File: src/rtl/pd_pkg.sv
package pd_pkg;

  // Control decoded once in the top and shared by the sub-blocks.
  typedef struct packed {
    logic run;     // oscillator enabled this cycle
    logic reload;  // counter sits at terminal count and will reload
  } pd_ctrl_t;

  localparam int unsigned PD_DEFAULT_W = 8;

endpackage

File: src/rtl/pd_load_sel.sv
module pd_load_sel
  import pd_pkg::*;
#(
  parameter int unsigned CNT_W  = PD_DEFAULT_W,
  parameter bit          DITHER = 1'b1
) (
  input  logic             clk,
  input  logic             rst,
  input  pd_ctrl_t         ctrl,
  input  logic             half_en,
  input  logic [CNT_W-1:0] value_in,
  output logic [CNT_W-1:0] load_val
);

  logic flip;

  generate
    if (DITHER) begin : g_toggle
      logic tog_q;
      always_ff @(posedge clk) begin
        if (rst) begin
          tog_q <= 1'b0;
        end else if (ctrl.reload) begin
          tog_q <= half_en ? ~tog_q : 1'b0;
        end
      end
      assign flip = half_en & tog_q & ~rst;
    end else begin : g_plain
      assign flip = 1'b0;
    end
  endgenerate

  // Top bit forced low, bit 0 optionally inverted.
  assign load_val = {1'b0, value_in[CNT_W-2:1], value_in[0] ^ flip};

endmodule

File: src/rtl/pd_counter.sv
module pd_counter
  import pd_pkg::*;
#(
  parameter int unsigned CNT_W = PD_DEFAULT_W
) (
  input  logic             clk,
  input  logic             rst,
  input  pd_ctrl_t         ctrl,
  input  logic [CNT_W-1:0] load_val,
  output logic [CNT_W-1:0] cnt_q,
  output logic             at_term
);

  localparam logic [CNT_W-1:0] TERM = '1;
  localparam logic [CNT_W-1:0] ONE  = CNT_W'(1);

  always_ff @(posedge clk) begin
    if (rst) begin
      cnt_q <= load_val;
    end else if (ctrl.reload) begin
      cnt_q <= load_val;
    end else if (ctrl.run) begin
      cnt_q <= cnt_q + ONE;
    end
  end

  assign at_term = (cnt_q == TERM);

endmodule

File: src/rtl/pd_tick_reg.sv
module pd_tick_reg
  import pd_pkg::*;
(
  input  logic     clk,
  input  logic     rst,
  input  pd_ctrl_t ctrl,
  output logic     tick_q
);

  always_ff @(posedge clk) begin
    if (rst) begin
      tick_q <= 1'b0;
    end else begin
      tick_q <= ctrl.reload;
    end
  end

endmodule

File: src/rtl/pitch_divider_top.sv
module pitch_divider_top
  import pd_pkg::*;
#(
  parameter int unsigned CNT_W  = PD_DEFAULT_W,
  parameter bit          DITHER = 1'b1
) (
  input  logic             clk,
  input  logic             rst,
  input  logic [CNT_W-1:0] div_value,
  input  logic             half_en,
  input  logic             osc_en,
  output logic             tick,
  output logic             phase_msb
);

  pd_ctrl_t         ctrl;
  logic [CNT_W-1:0] load_val;
  logic [CNT_W-1:0] cnt_q;
  logic             at_term;

  assign ctrl.run    = osc_en;
  assign ctrl.reload = osc_en & at_term;

  pd_load_sel #(.CNT_W(CNT_W), .DITHER(DITHER)) load_i (
    .clk      (clk),
    .rst      (rst),
    .ctrl     (ctrl),
    .half_en  (half_en),
    .value_in (div_value),
    .load_val (load_val)
  );

  pd_counter #(.CNT_W(CNT_W)) cnt_i (
    .clk      (clk),
    .rst      (rst),
    .ctrl     (ctrl),
    .load_val (load_val),
    .cnt_q    (cnt_q),
    .at_term  (at_term)
  );

  pd_tick_reg tick_i (
    .clk    (clk),
    .rst    (rst),
    .ctrl   (ctrl),
    .tick_q (tick)
  );

  assign phase_msb = cnt_q[CNT_W-1];

endmodule

File: config.mk
export PLATFORM = sky130hd
export DESIGN_NAME = pitch_divider_top
export DESIGN_NICKNAME = d
export VERILOG_FILES = /design/src/rtl/pd_pkg.sv /design/src/rtl/pd_load_sel.sv /design/src/rtl/pd_counter.sv /design/src/rtl/pd_tick_reg.sv /design/src/rtl/pitch_divider_top.sv
export SDC_FILE = /design/constraint.sdc
export NUM_CORES = 1
export LEC_CHECK = 0
export BUFFER_PORTS_ARGS = -buffer_cell sky130_fd_sc_hd__buf_4
export CORE_AREA = 2 2 39 41
export CTS_CLUSTER_DIAMETER = 150
export DETAILED_ROUTE_END_ITERATION = 10
export DIE_AREA = 0 0 41 43
export PLACE_DENSITY = 0.74
export SLEW_MARGIN = 20
export SYNTH_ARGS = -nofsm -noshare
export SYNTH_HDL_FRONTEND = slang
export SYNTH_SLANG_ARGS = --single-unit
export TNS_END_PERCENT = 1
File: constraint.sdc
create_clock -name clk -period 2.05 [get_ports clk]
set_input_delay 0 -clock clk [delete_from_list [all_inputs] [get_ports clk]]
set_output_delay 0 -clock clk [all_outputs]
set_load 0.05 [all_outputs]
* After elaboration in Yosys (flattened, before gate mapping)
Cells that the tools add are included.
** Storage, ports and cells
- Flip-flop bits (word level) :: 10
- Bits of input ports :: 12
- Output and inout port bits :: 2
- Logic and storage cells :: 18
** Operators by class
- Add/subtract/negate cells :: 1
- Equality and inequality tests :: 1
- Multiplexer cells :: 4
- Bitwise gates (word level) :: 6
- Reduce and logical (&&, ||, !) cells :: 2
** Operators by type and width (count)
- 7-bit 2-to-1 mux :: 3
- 8-bit by 1-bit adder with 8-bit output, second input constant :: 1
- 8-bit == test, second input constant :: 1
- 1-bit AND :: 3
- 3-bit nonzero test :: 1
- 1-bit NOT :: 2
- 2-bit OR reduction :: 1
- 1-bit 2-to-1 mux :: 1
- 1-bit XOR :: 1

* Logic depth before layout (Yosys ltp)
Gate-level depths: netlist of run 1.
- Depth after elaboration :: 5
- Depth in mapped cells :: 5
- Depth with buffers taken out :: 5

* Cells and area by module
From an unflattened synthesis of run 1, not the netlist that was laid out.
** Second synthesis, totals
- Cell total of the unflattened synthesis :: 61
- Area, all modules :: 601.8 um^2
** By module, submodules not included
- pd_counter :: instances 1, cells each 44, area each 450.4 um^2, sequential area each 240.2 um^2
- pd_load_sel :: instances 1, cells each 14, area each 111.4 um^2, sequential area each 20.0 um^2
- pd_tick_reg :: instances 1, cells each 2, area each 33.8 um^2, sequential area each 20.0 um^2
- pitch_divider_top :: instances 1, cells each 1, area each 6.3 um^2, sequential area each 0.0 um^2

* Worst setup path after synthesis of run 1
OpenSTA, ideal clock, no wires.
- Kind :: flip-flop to flip-flop
- Start :: register cnt_i.cnt_q[7]
- End :: register cnt_i.cnt_q[5] (data pin)
- Library setup time :: 0.262 ns
- Arrival :: 1.557 ns
- Data required time :: 1.788 ns
- Setup slack :: 0.230 ns
- Stages on the path, launching flop included :: 5
- Path buffers :: 0
- Clock period less this slack :: 1.820 ns
- Path through :: dfxtp_1 > nand3_1 > nor3_2 > nor2_2 > mux2_1
** On the way
- Longest elaborated chain between the ends :: 4
** RTL lines
- from (decl) :: RTL line pd_counter.sv:10 : output logic [CNT_W-1:0] cnt_q,
- from (signal assigned) :: RTL line pd_counter.sv:19 : cnt_q <= load_val;
- from (signal assigned) :: RTL line pd_counter.sv:21 : cnt_q <= load_val;
- from (signal assigned) :: RTL line pd_counter.sv:23 : cnt_q <= cnt_q + ONE;
- 8-bit == test :: RTL line pd_counter.sv:27 : assign at_term = (cnt_q == TERM);
- 1-bit AND :: RTL line pitch_divider_top.sv:22 : assign ctrl.reload = osc_en & at_term;
- 7-bit 2-to-1 mux :: RTL line pd_counter.sv:20 : end else if (ctrl.reload) begin
- 7-bit 2-to-1 mux :: RTL line pd_counter.sv:18 : if (rst) begin
No other way between the ends.
A chain may end at the register's enable or synchronous reset.

* Worst setup path after layout of run 1
- Start :: register cnt_i.cnt_q[1]
- End :: register cnt_i.cnt_q[4] (data pin)
** On the way
- Longest elaborated chain between the ends :: 4
- Elaborated cells between the ends (all ways) :: 6
- Those cells by class :: add/sub (1); eq/ne (1); mux (3); bitwise (1)
** RTL lines (RTL line)
- 8-bit by 1-bit adder with 8-bit output / 8-bit == test (equally long branches) :: pd_counter.sv:23, pd_counter.sv:27
- 7-bit 2-to-1 mux / 1-bit AND (equally long branches) :: pd_counter.sv:22, pitch_divider_top.sv:22
- 7-bit 2-to-1 mux * :: pd_counter.sv:20
- 7-bit 2-to-1 mux * :: pd_counter.sv:18
Mark *: on every way between the ends. The rest lies on a longest branch, timed or not. The select of a mux whose other input is x is not followed.

==> results of run 1 <==
-- logic make-up after synthesis --
logic type | share of synthesized area [%]
flip-flops | 47.9
AND/OR/NAND/NOR | 21.1
XOR/XNOR | 6.21
AO/OA/AOI/OAI | 9.09
multiplexers | 11.5
buffers and inverters | 2.00
adder cells (fa/ha/maj) | 2.22
-- metrics by stage --
| step | instances | total power, mW | setup WS, ps | utilization [%] | cell area [µm²] |
|---|---|---|---|---|---|
| after floorplan | 54 | 0.324 | 230 | - | 564 |
| after global placement | 82 | 0.355 | 260 | 49.0 | 678 |
| after detailed placement | 82 | 0.359 | 250 | 49.0 | 678 |
| after CTS | 87 | 0.501 | 239 | 51.6 | 714 |
| after global routing | 87 | 0.530 | 130 | 51.6 | 714 |
| final | 87 | 0.496 | 241 | 51.6 | 714 |
-- path summary, 6_finish.rpt --
check	end	slack, ps	cells after the start
max	cnt_i.cnt_q[4]$_DFFE_PP_	240	5
max reg2reg	cnt_i.cnt_q[4]$_DFFE_PP_	240	5
min reg2reg	cnt_i.cnt_q[7]$_SDFFE_PP0P_	520	2
min	cnt_i.cnt_q[5]$_DFFE_PP_	20	2
-- worst reg2reg max path: stages (launching register included) --
cell,delay (ps)
edfxtp_1,450
ha_1,250
nand3_1,160
nor3_2,70
nor2_2,250
mux2_2,370
-- registers in the layout, indices dropped and copies added, names as in the netlist --
register / cells
cnt_i.cnt_q: 8
load_i.g_toggle.tog_q: 1
tick_i.tick_q: 1
-- power by group through the flow --
stage               clock, mW  combinational, mW  sequential (mW)
global route            0.160              0.104            0.266
detailed placement          0             0.0917            0.267
floorplan                   0             0.0597            0.265
global placement            0             0.0890            0.266
finish                  0.140             0.0931            0.263
CTS                     0.144             0.0938            0.263
-- layout by cell type (no fill, tap or decap) --
cell type      Yosys  layout
a21oi_1            2       2
nor3_1             3       3
edfxtp_1           7       7
buf_4              0      13
o2bb2ai_1          1       1
nor2_1             2       2
inv_1              2       2
xor2_1             2       2
clkinv_1           0       1
xnor2_1            2       2
a221o_1            1       1
nand2_1            3       3
mux2i_1            2       2
clkbuf_4           0       3
or2_2              2       2
dlygate4sd3_1      0       1
ha_1               1       1
or2_1              1       1
mux2_1             1       1
nand2_2            1       1
mux2_2             3       3
or3_1              2       2
o21ai_0            2       2
a31oi_1            1       1
nor2b_1            1       1
nand3_1            5       5
o22ai_1            1       1
nor3_2             1       1
dfxtp_1            3       3
nor2_2             1       1
-- synth_stat cells --
library cell and n:
dfxtp_1 3, o21ai_0 2, ha_1 1, mux2i_1 2, edfxtp_1 7, nor2_2 1
mux2_2 3, o22ai_1 1, o2bb2ai_1 1, or3_1 2, nor2b_1 1, xnor2_1 2
a21oi_1 2, nor3_2 1, nor3_1 3, or2_2 2, nand2_1 3, a221o_1 1
inv_1 2, a31oi_1 1, nand3_1 5, clkbuf_1 1, nor2_1 2, mux2_1 1
nand2_2 1, xor2_1 2, or2_1 1
-- layout make-up --
class	count	area, µm²	area share, %
multi-input cells	41	283	39.6
flip-flops and latches	10	270	37.8
repair buffers	14	108	15.1
clock buffers	3	22.5	3.15
well taps	16	20.0	2.80
inverters	2	7.51	1.05
clock inverters	1	3.75	0.525
-- timing repair --
item,in CTS,in global routing
buffers inserted,0,0
endpoints found under the hold margin,3,0
gates resized for setup,0,0
hold buffers,1,0
-- layer usage --
metal | part of all wire, % | vias to the layer above
met3 | 7.7 | 5
met4 | 2.1 | 0
met1 | 41 | 214
met2 | 49 | 14
li1 | - | 233
met5 | 0 | -
==> metrics.cfg, run 1 <==
[run_status]
status = finished, final reports clean

[floorplanning]
die_w_um = 41
rows = 14
die-area_mm2 = 0.00176
start_util_pct = 40.8
dieHeight_um = 43
ios = 14
coreArea_mm2 = 0.00138

[worst_setup_path]
slowest_delay_ps = 450
crit_fanout = 5
r2r_start = cnt_i.cnt_q[1]$_DFFE_PP_
path_delay_family = simple AND/OR/NAND/NOR gates
worstPathArrival_ps = 1830
required_ps = 2080
cp_cell_sequence = ha_1 -> nand3_1 -> nor3_2 -> nor2_2 -> mux2_2
crit_start = cnt_i.cnt_q[1]$_DFFE_PP_
worst-setup-path-type = flip-flop to flip-flop
end_kind = flip-flop
cp_slowest_cell = edfxtp_1
setup.worst_path.start_class = flip-flop
crit_buf_inv = 0

[placed_design]
port-buffer-count = 12
gp_congestion = 0.741

[grt]
grt_pass1_wl_um = 1750
grt_max_degree = 11
grtUsageMet1_pct = 17.4
grt_usage_pct = 15.5
use_met2_pct = 23.1
busiest_layer = met2
grt_pass1_vias = 445
grtUsageMet3_pct = 9.42
antenna_found_initial = 0
overflow = 0

[timing]
rsz0062_at_grt = false
fin_tns_setup_ps = 0
final-setup-viol-count = 0
fin_skew_ps = 4.05
fmax_mhz = 553
tightest_slew_ps = 300
slew-limit-headroom_pct = 80.0
holdWs_ps = 23.7
fin_crit_ps = 1810
slew_violations = 0
finalHoldViolCount = 0
fin_crit_sh_pct = 88.2

[route]
drtIter0Drc = 14
routed_wl_um = 1070
routed_via_density = 5.36
wl_per_cell_um = 12.3
first_pass_iters = 4
drcViolationCount = 0
ant_nets = 0
via_count = 466

[power]
cellPowerDensity_mw_per_mm2 = 695
p_comb_share_pct = 18.8
clkPwrFrac_pct = 28.2
power_frac_seq_pct = 53.1
internal-power_uw = 366
p_sw_share_pct = 26.3
ir_worst_vdd_mv = 0.519
p_sw_uw = 131
leakage_nw = 0.275

[cts]
cts_tree = built
cts.sinks = 10
h-tree-depth = 1
cts_buffers = 3
clk_pin_slew_ps = 70
clockRootBuffer = clkbuf_4
clock_latency_ps = 270
clock_path_buffers = 2

[synthesis]
syn-num-nets = 67
ys_seq_area_share_pct = 47.9
syn_area_um2 = 564
synth_seq_cells = 10
syn_area_per_cell_um2 = 10.4
synthCells = 54
yosys.area.top_type = edfxtp_1
yosys-top-cells-area = edfxtp_1, dfxtp_1, mux2_2
synth_cell_type_count = 27
yosys.area.top_type_share_pct = 37.3
yosysWarningCount = 0

[min_path]
min_from = div_value[5]
holdCritPathClass = input port to flip-flop

[job]
cap_violations = 0

[cells_and_area]
diodes = 0
fin_nets = 85
nFillCells = 120
drive_gt1_share_pct = 33.8
area_growth_pct = 26.6

Note: power is estimated with default switching activity, not from simulation.
==> run 2, diff against run 1 <==
Settings changed: CELL_PAD_IN_SITES_DETAIL_PLACEMENT from default to 1, CELL_PAD_IN_SITES_GLOBAL_PLACEMENT from default to 1, CORE_AREA 2 2 39 41 to default, CORE_MARGIN from default to 2, CORE_UTILIZATION from default to 37, DIE_AREA 0 0 41 43 to default, PLACE_DENSITY 0.74 to 0.81.
==> metrics.cfg, run 2 (synthesis gave the netlist of run 1 again) <==
[route]
met3_length_um = 48  ; -42%
top_layer_used = met4
routed_via_density = 5.23  ; -2.4%
ant_nets = 0  ; unchanged
dr_wl_met2_um = 527  ; +1.2%
wl_per_cell_um = 12.9  ; +4.4%
via_count = 455  ; -2.4%
first_pass_iters = 3  ; -1
drtIter0Drc = 9  ; -5
routed_wl_um = 1120  ; +4.4%
drcViolationCount = 0  ; unchanged
m1WireLength_um = 511  ; +15%

[worst_setup_path]
crit_fanout = 5  ; unchanged
worst-setup-path-type = flip-flop to flip-flop
crit_buf_inv = 0  ; unchanged
slowest_delay_ps = 450  ; about the same
r2r_end = cnt_i.cnt_q[1]$_DFFE_PP_
worstPathArrival_ps = 1830  ; about the same
r2r_start = cnt_i.cnt_q[1]$_DFFE_PP_
path_delay_family = simple AND/OR/NAND/NOR gates
required_ps = 2070  ; about the same
cp_cell_sequence = ha_1 -> nand3_1 -> nor3_2 -> nor2_2 -> mux2_2
end_kind = flip-flop
r2r_setup_slack_ps = 240  ; about the same
setup.worst_path.start_class = flip-flop
reg2reg_depth = 5  ; unchanged
cp_slowest_cell = edfxtp_1

[power]
cellPowerDensity_mw_per_mm2 = 703  ; +1.3%
power_frac_seq_pct = 52.5  ; -0.6 points
clkPwrFrac_pct = 29.2  ; +1.0 points
p_comb_share_pct = 18.4  ; -0.4 points
power_uw = 503  ; +1.3%
leakage_nw = 0.274  ; -0.14%
p_sw_share_pct = 26.3  ; about the same
p_sw_uw = 132  ; +1.3%
internal-power_uw = 370  ; +1.3%
ir_worst_vdd_mv = 0.375  ; -28%

[timing]
final-setup-viol-count = 0  ; unchanged
tightest_slew_ps = 288  ; -11.8 ps
fin_crit_sh_pct = 88.2  ; about the same
slew-limit-headroom_pct = 80.8  ; +0.79 points
finalHoldViolCount = 0  ; unchanged
slew_violations = 0  ; unchanged
rsz0062_at_grt = false
fmax_mhz = 553  ; about the same
fin_crit_ps = 1810  ; -0.503 ps
fin_tns_setup_ps = 0  ; unchanged
fin_skew_ps = 4.88  ; +0.832 ps

[cts]
clock_latency_ps = 270  ; about the same
cts_tree = built
cts.sinks = 10  ; unchanged
clockRootBuffer = clkbuf_4
cts_buffers = 3  ; unchanged
clk_pin_slew_ps = 70  ; about the same
h-tree-depth = 1  ; unchanged
clock_path_buffers = 2  ; unchanged

[floorplanning]
coreArea_mm2 = 0.00147  ; +6.3%
start_util_pct = 38.4  ; -2.4 points
die-area_mm2 = 0.00185  ; +5.1%
rows = 14  ; unchanged
ios = 14  ; unchanged
die_w_um = 43.1  ; +5.0%
dieHeight_um = 43.1  ; +0.12%

[placed_design]
port-buffer-count = 12  ; unchanged
dp_hpwl_um = 852
gp_congestion = 0.706  ; -4.7%

[job]
cap_violations = 0  ; unchanged

[grt]
antenna_found_initial = 0  ; unchanged
grt_usage_pct = 14.8  ; -0.77 points
grt_pass1_vias = 475  ; +6.7%
overflow = 0  ; unchanged
grt_max_degree = 11  ; unchanged
grt_pass1_wl_um = 1970  ; +12%

[cells_and_area]
drive_gt1_share_pct = 33.8  ; unchanged
area_growth_pct = 26.6  ; unchanged
final_common_cell = buf_4
largest_register = cnt_i.cnt_q
fin_nets = 85  ; unchanged
largestRegisters = cnt_i.cnt_q: 8 flops, load_i.g_toggle.tog_q: 1 flops, tick_i.tick_q: 1 flops
largest_register_ffs = 8  ; unchanged
nFillCells = 177  ; +48%
diodes = 0  ; unchanged
final_core_util_pct = 48.6  ; -3.1 points
final_cell_mix = buf_4, edfxtp_1, nand3_1

[min_path]
holdPathStages = 2  ; unchanged
hold_end = cnt_i.cnt_q[5]$_DFFE_PP_
holdCritPathClass = input port to flip-flop
min_from = div_value[5]

[run_status]
status = finished, final reports clean

## run 2: routing by layer
metal,up-vias,track usage (%)
met2,11,22.1
met1,206,18.8
li1,233,-
met5,-,0
met3,5,2.55
met4,0,10.9
## run 2: worst max-delay path by stage
stage | from | to | cells past startpoint
floorplan | cnt_i.cnt_q[7]$_SDFFE_PP0P_ | cnt_i.cnt_q[5]$_DFFE_PP_ | 4
global placement | cnt_i.cnt_q[1]$_DFFE_PP_ | cnt_i.cnt_q[3]$_DFFE_PP_ | 5
detailed placement | cnt_i.cnt_q[1]$_DFFE_PP_ | cnt_i.cnt_q[1]$_DFFE_PP_ | 5
CTS | cnt_i.cnt_q[1]$_DFFE_PP_ | cnt_i.cnt_q[1]$_DFFE_PP_ | 5
global route | cnt_i.cnt_q[1]$_DFFE_PP_ | cnt_i.cnt_q[1]$_DFFE_PP_ | 5
finish | cnt_i.cnt_q[1]$_DFFE_PP_ | cnt_i.cnt_q[1]$_DFFE_PP_ | 5
## run 2: metrics by stage
stage          cell area [µm²]  cells  hold slack, ps  worst slack [ps]
2_1_floorplan              564     54             201               230
3_3_place_gp               678     82             244               253
3_5_place_dp               678     82             244               213
4_1_cts                    714     87            8.20               209
5_1_grt                    714     87            12.5               101
6_report                   714     87            12.4               241
## run 2: power by group through the flow
stage | sequential, mW | combinational, mW | clock, mW
after floorplan | 0.265 | 0.0597 | 0
after global placement | 0.267 | 0.0895 | 0
after detailed placement | 0.268 | 0.0922 | 0
after CTS | 0.264 | 0.0944 | 0.152
after global routing | 0.268 | 0.105 | 0.157
final | 0.264 | 0.0924 | 0.147
## run 2: layout make-up
type	count	area, µm²	share of cell area (%)
multi-input combinational	41	283	39.6
clock buffer	4	26.3	3.68
tap	16	20.0	2.80
sequential	10	270	37.8
inverter	2	7.51	1.05
timing repair buffer	14	108	15.1
## run 2: timing repair
action | in CTS | in global routing
hold buffers | 1 | 0
buffers inserted | 0 | 0
gates resized for setup | 0 | 0
hold endpoints to repair | 3 | 0
==> run 3, diff against run 2 <==
Settings changed: CORE_ASPECT_RATIO from default to 0.9, HOLD_SLACK_MARGIN from default to 0.15.
==> metrics.cfg, run 3 (synthesis gave the netlist of run 1 again) <==
[job]
cap_violations = 0  ; unchanged

[grt]
grt_max_degree = 11  ; unchanged
antenna_found_initial = 0  ; unchanged
grt_pass1_wl_um = 2050  ; +4.2%
grt_pass1_vias = 454  ; -4.4%
grt_usage_pct = 16.9  ; +2.1 points
overflow = 0  ; unchanged

[route]
wl_per_cell_um = 14.0  ; +8.3%
m1WireLength_um = 584  ; +14%
drtIter0Drc = 6  ; -3
dr_wl_met2_um = 664  ; +26%
met3_length_um = 37  ; -23%
first_pass_iters = 4  ; +1
ant_nets = 0  ; unchanged
routed_via_density = 5.17  ; -1.1%
via_count = 481  ; +5.7%
top_layer_used = met4
routed_wl_um = 1300  ; +16%
drcViolationCount = 0  ; unchanged

[cts]
clock_path_buffers = 2  ; unchanged
cts.sinks = 10  ; unchanged
cts_tree = built
cts_repair_resize_count = 0  ; unchanged
clock_latency_ps = 270  ; about the same
clockRootBuffer = clkbuf_4
post-cts-setup-buffers = 0  ; unchanged
cts_buffers = 3  ; unchanged
h-tree-depth = 1  ; unchanged
cts_hold_buf = 8  ; +7
clk_pin_slew_ps = 80  ; about the same

[worst_setup_path]
end_kind = flip-flop
worstPathArrival_ps = 1840  ; about the same
crit_fanout = 5  ; unchanged
worst-setup-path-type = flip-flop to flip-flop
setup.worst_path.start_class = flip-flop
required_ps = 2070  ; about the same

[power]
leakage_nw = 0.304  ; +11%
cellPowerDensity_mw_per_mm2 = 658  ; -6.4%
power_uw = 516  ; +2.6%
ir_worst_vdd_mv = 0.419  ; +12%

[timing]
slew_violations = 0  ; unchanged
fin_crit_ps = 1810  ; +5.98 ps
fmax_mhz = 551  ; -0.33%
rsz0062_at_grt = false
finalHoldViolCount = 0  ; unchanged
fin_ws_ps = 235  ; -5.98 ps
slew-limit-headroom_pct = 81.5  ; +0.75 points
fin_skew_ps = 3.13  ; -1.76 ps
tightest_slew_ps = 277  ; -11.2 ps
fin_crit_sh_pct = 88.5  ; +0.29 points
fin_tns_setup_ps = 0  ; unchanged
holdWs_ps = 161  ; +149 ps
final-setup-viol-count = 0  ; unchanged

[floorplanning]
dieHeight_um = 41.1  ; -4.6%
start_util_pct = 39.4  ; +1.1 points
ios = 14  ; unchanged
die_w_um = 45.2  ; +4.9%
die-area_mm2 = 0.00185  ; about the same
rows = 13  ; -1
coreArea_mm2 = 0.00143  ; -2.7%

[cells_and_area]
final_core_util_pct = 54.7  ; +6.2 points
nFillCells = 163  ; -7.9%
largest_register = cnt_i.cnt_q
largestRegisters = cnt_i.cnt_q: 8 flops, load_i.g_toggle.tog_q: 1 flops, tick_i.tick_q: 1 flops
final_common_cell = buf_4
final_cell_mix = buf_4, dlygate4sd3_1, edfxtp_1
area_growth_pct = 38.8
largest_register_ffs = 8  ; unchanged
drive_gt1_share_pct = 30.8  ; -3.0 points
fin_nets = 92  ; +8.2%
diodes = 0  ; unchanged

[placed_design]
pre_cts_slack_ps = 230  ; +17.6 ps
dp_hpwl_um = 913  ; +7.2%
gp_congestion = 0.757  ; +7.2%
port-buffer-count = 12  ; unchanged

[min_path]
holdCritPathClass = input port to flip-flop

[run_status]
status = finished, final reports clean

run 3: cell types whose count changed in the layout (fill, tap and decap cells not counted), sizes merged:
cell | before | now
dlygate4sd3 | 1 | 8
clkinv | 0 | 1
clkbuf | 4 | 3
run 3: layout make-up:
class,instances,area (µm²),share of cell area (%)
clock inverter,1,3.75,0.479
timing repair buffer,21,178,22.7
inverter,2,7.51,0.958
clock buffer,3,22.5,2.88
multi-input combinational,41,283,36.1
tap,15,18.8,2.40
sequential,10,270,34.5
run 3: stage by stage:
stage | cells | cell area, µm²
floorplan | 54 | 564
global placement | 81 | 677
detailed placement | 81 | 677
CTS | 93 | 783
global route | 93 | 783
finish | 93 | 783
run 3: critical path, cell delays in order (launching register included):
cell      delay (ps)
edfxtp_1         460
ha_1             260
nand3_1          170
nor3_2            80
nor2_2           240
mux2_2           370
run 3: layer usage:
metal  up-vias  GRT usage [%]
li1        248              -
met1       224           19.4
met2         7           29.3
met3         2           3.08
met4         0           11.0
met5         -              0
run 3: worst paths after layout:
kind,start,endpoint,slack (ps),depth (start not counted)
worst min register to register,cnt_i.cnt_q[7]$_SDFFE_PP0P_,cnt_i.cnt_q[7]$_SDFFE_PP0P_,530,2
worst max-delay path,cnt_i.cnt_q[1]$_DFFE_PP_,cnt_i.cnt_q[1]$_DFFE_PP_,240,5
worst max register to register,cnt_i.cnt_q[1]$_DFFE_PP_,cnt_i.cnt_q[1]$_DFFE_PP_,240,5
worst min-delay path,half_en,load_i.g_toggle.tog_q$_SDFFE_PP0P_,160,4
run 3: report_power, final:
group / leakage [nW] / internal, mW / switching [mW] / total (mW)
Combinational: 0.193 / 0.0609 / 0.0439 / 0.105
Sequential: 0.0955 / 0.243 / 0.0212 / 0.264
Clock: 0.0154 / 0.0703 / 0.0766 / 0.147
Total: 0.304 / 0.374 / 0.142 / 0.516
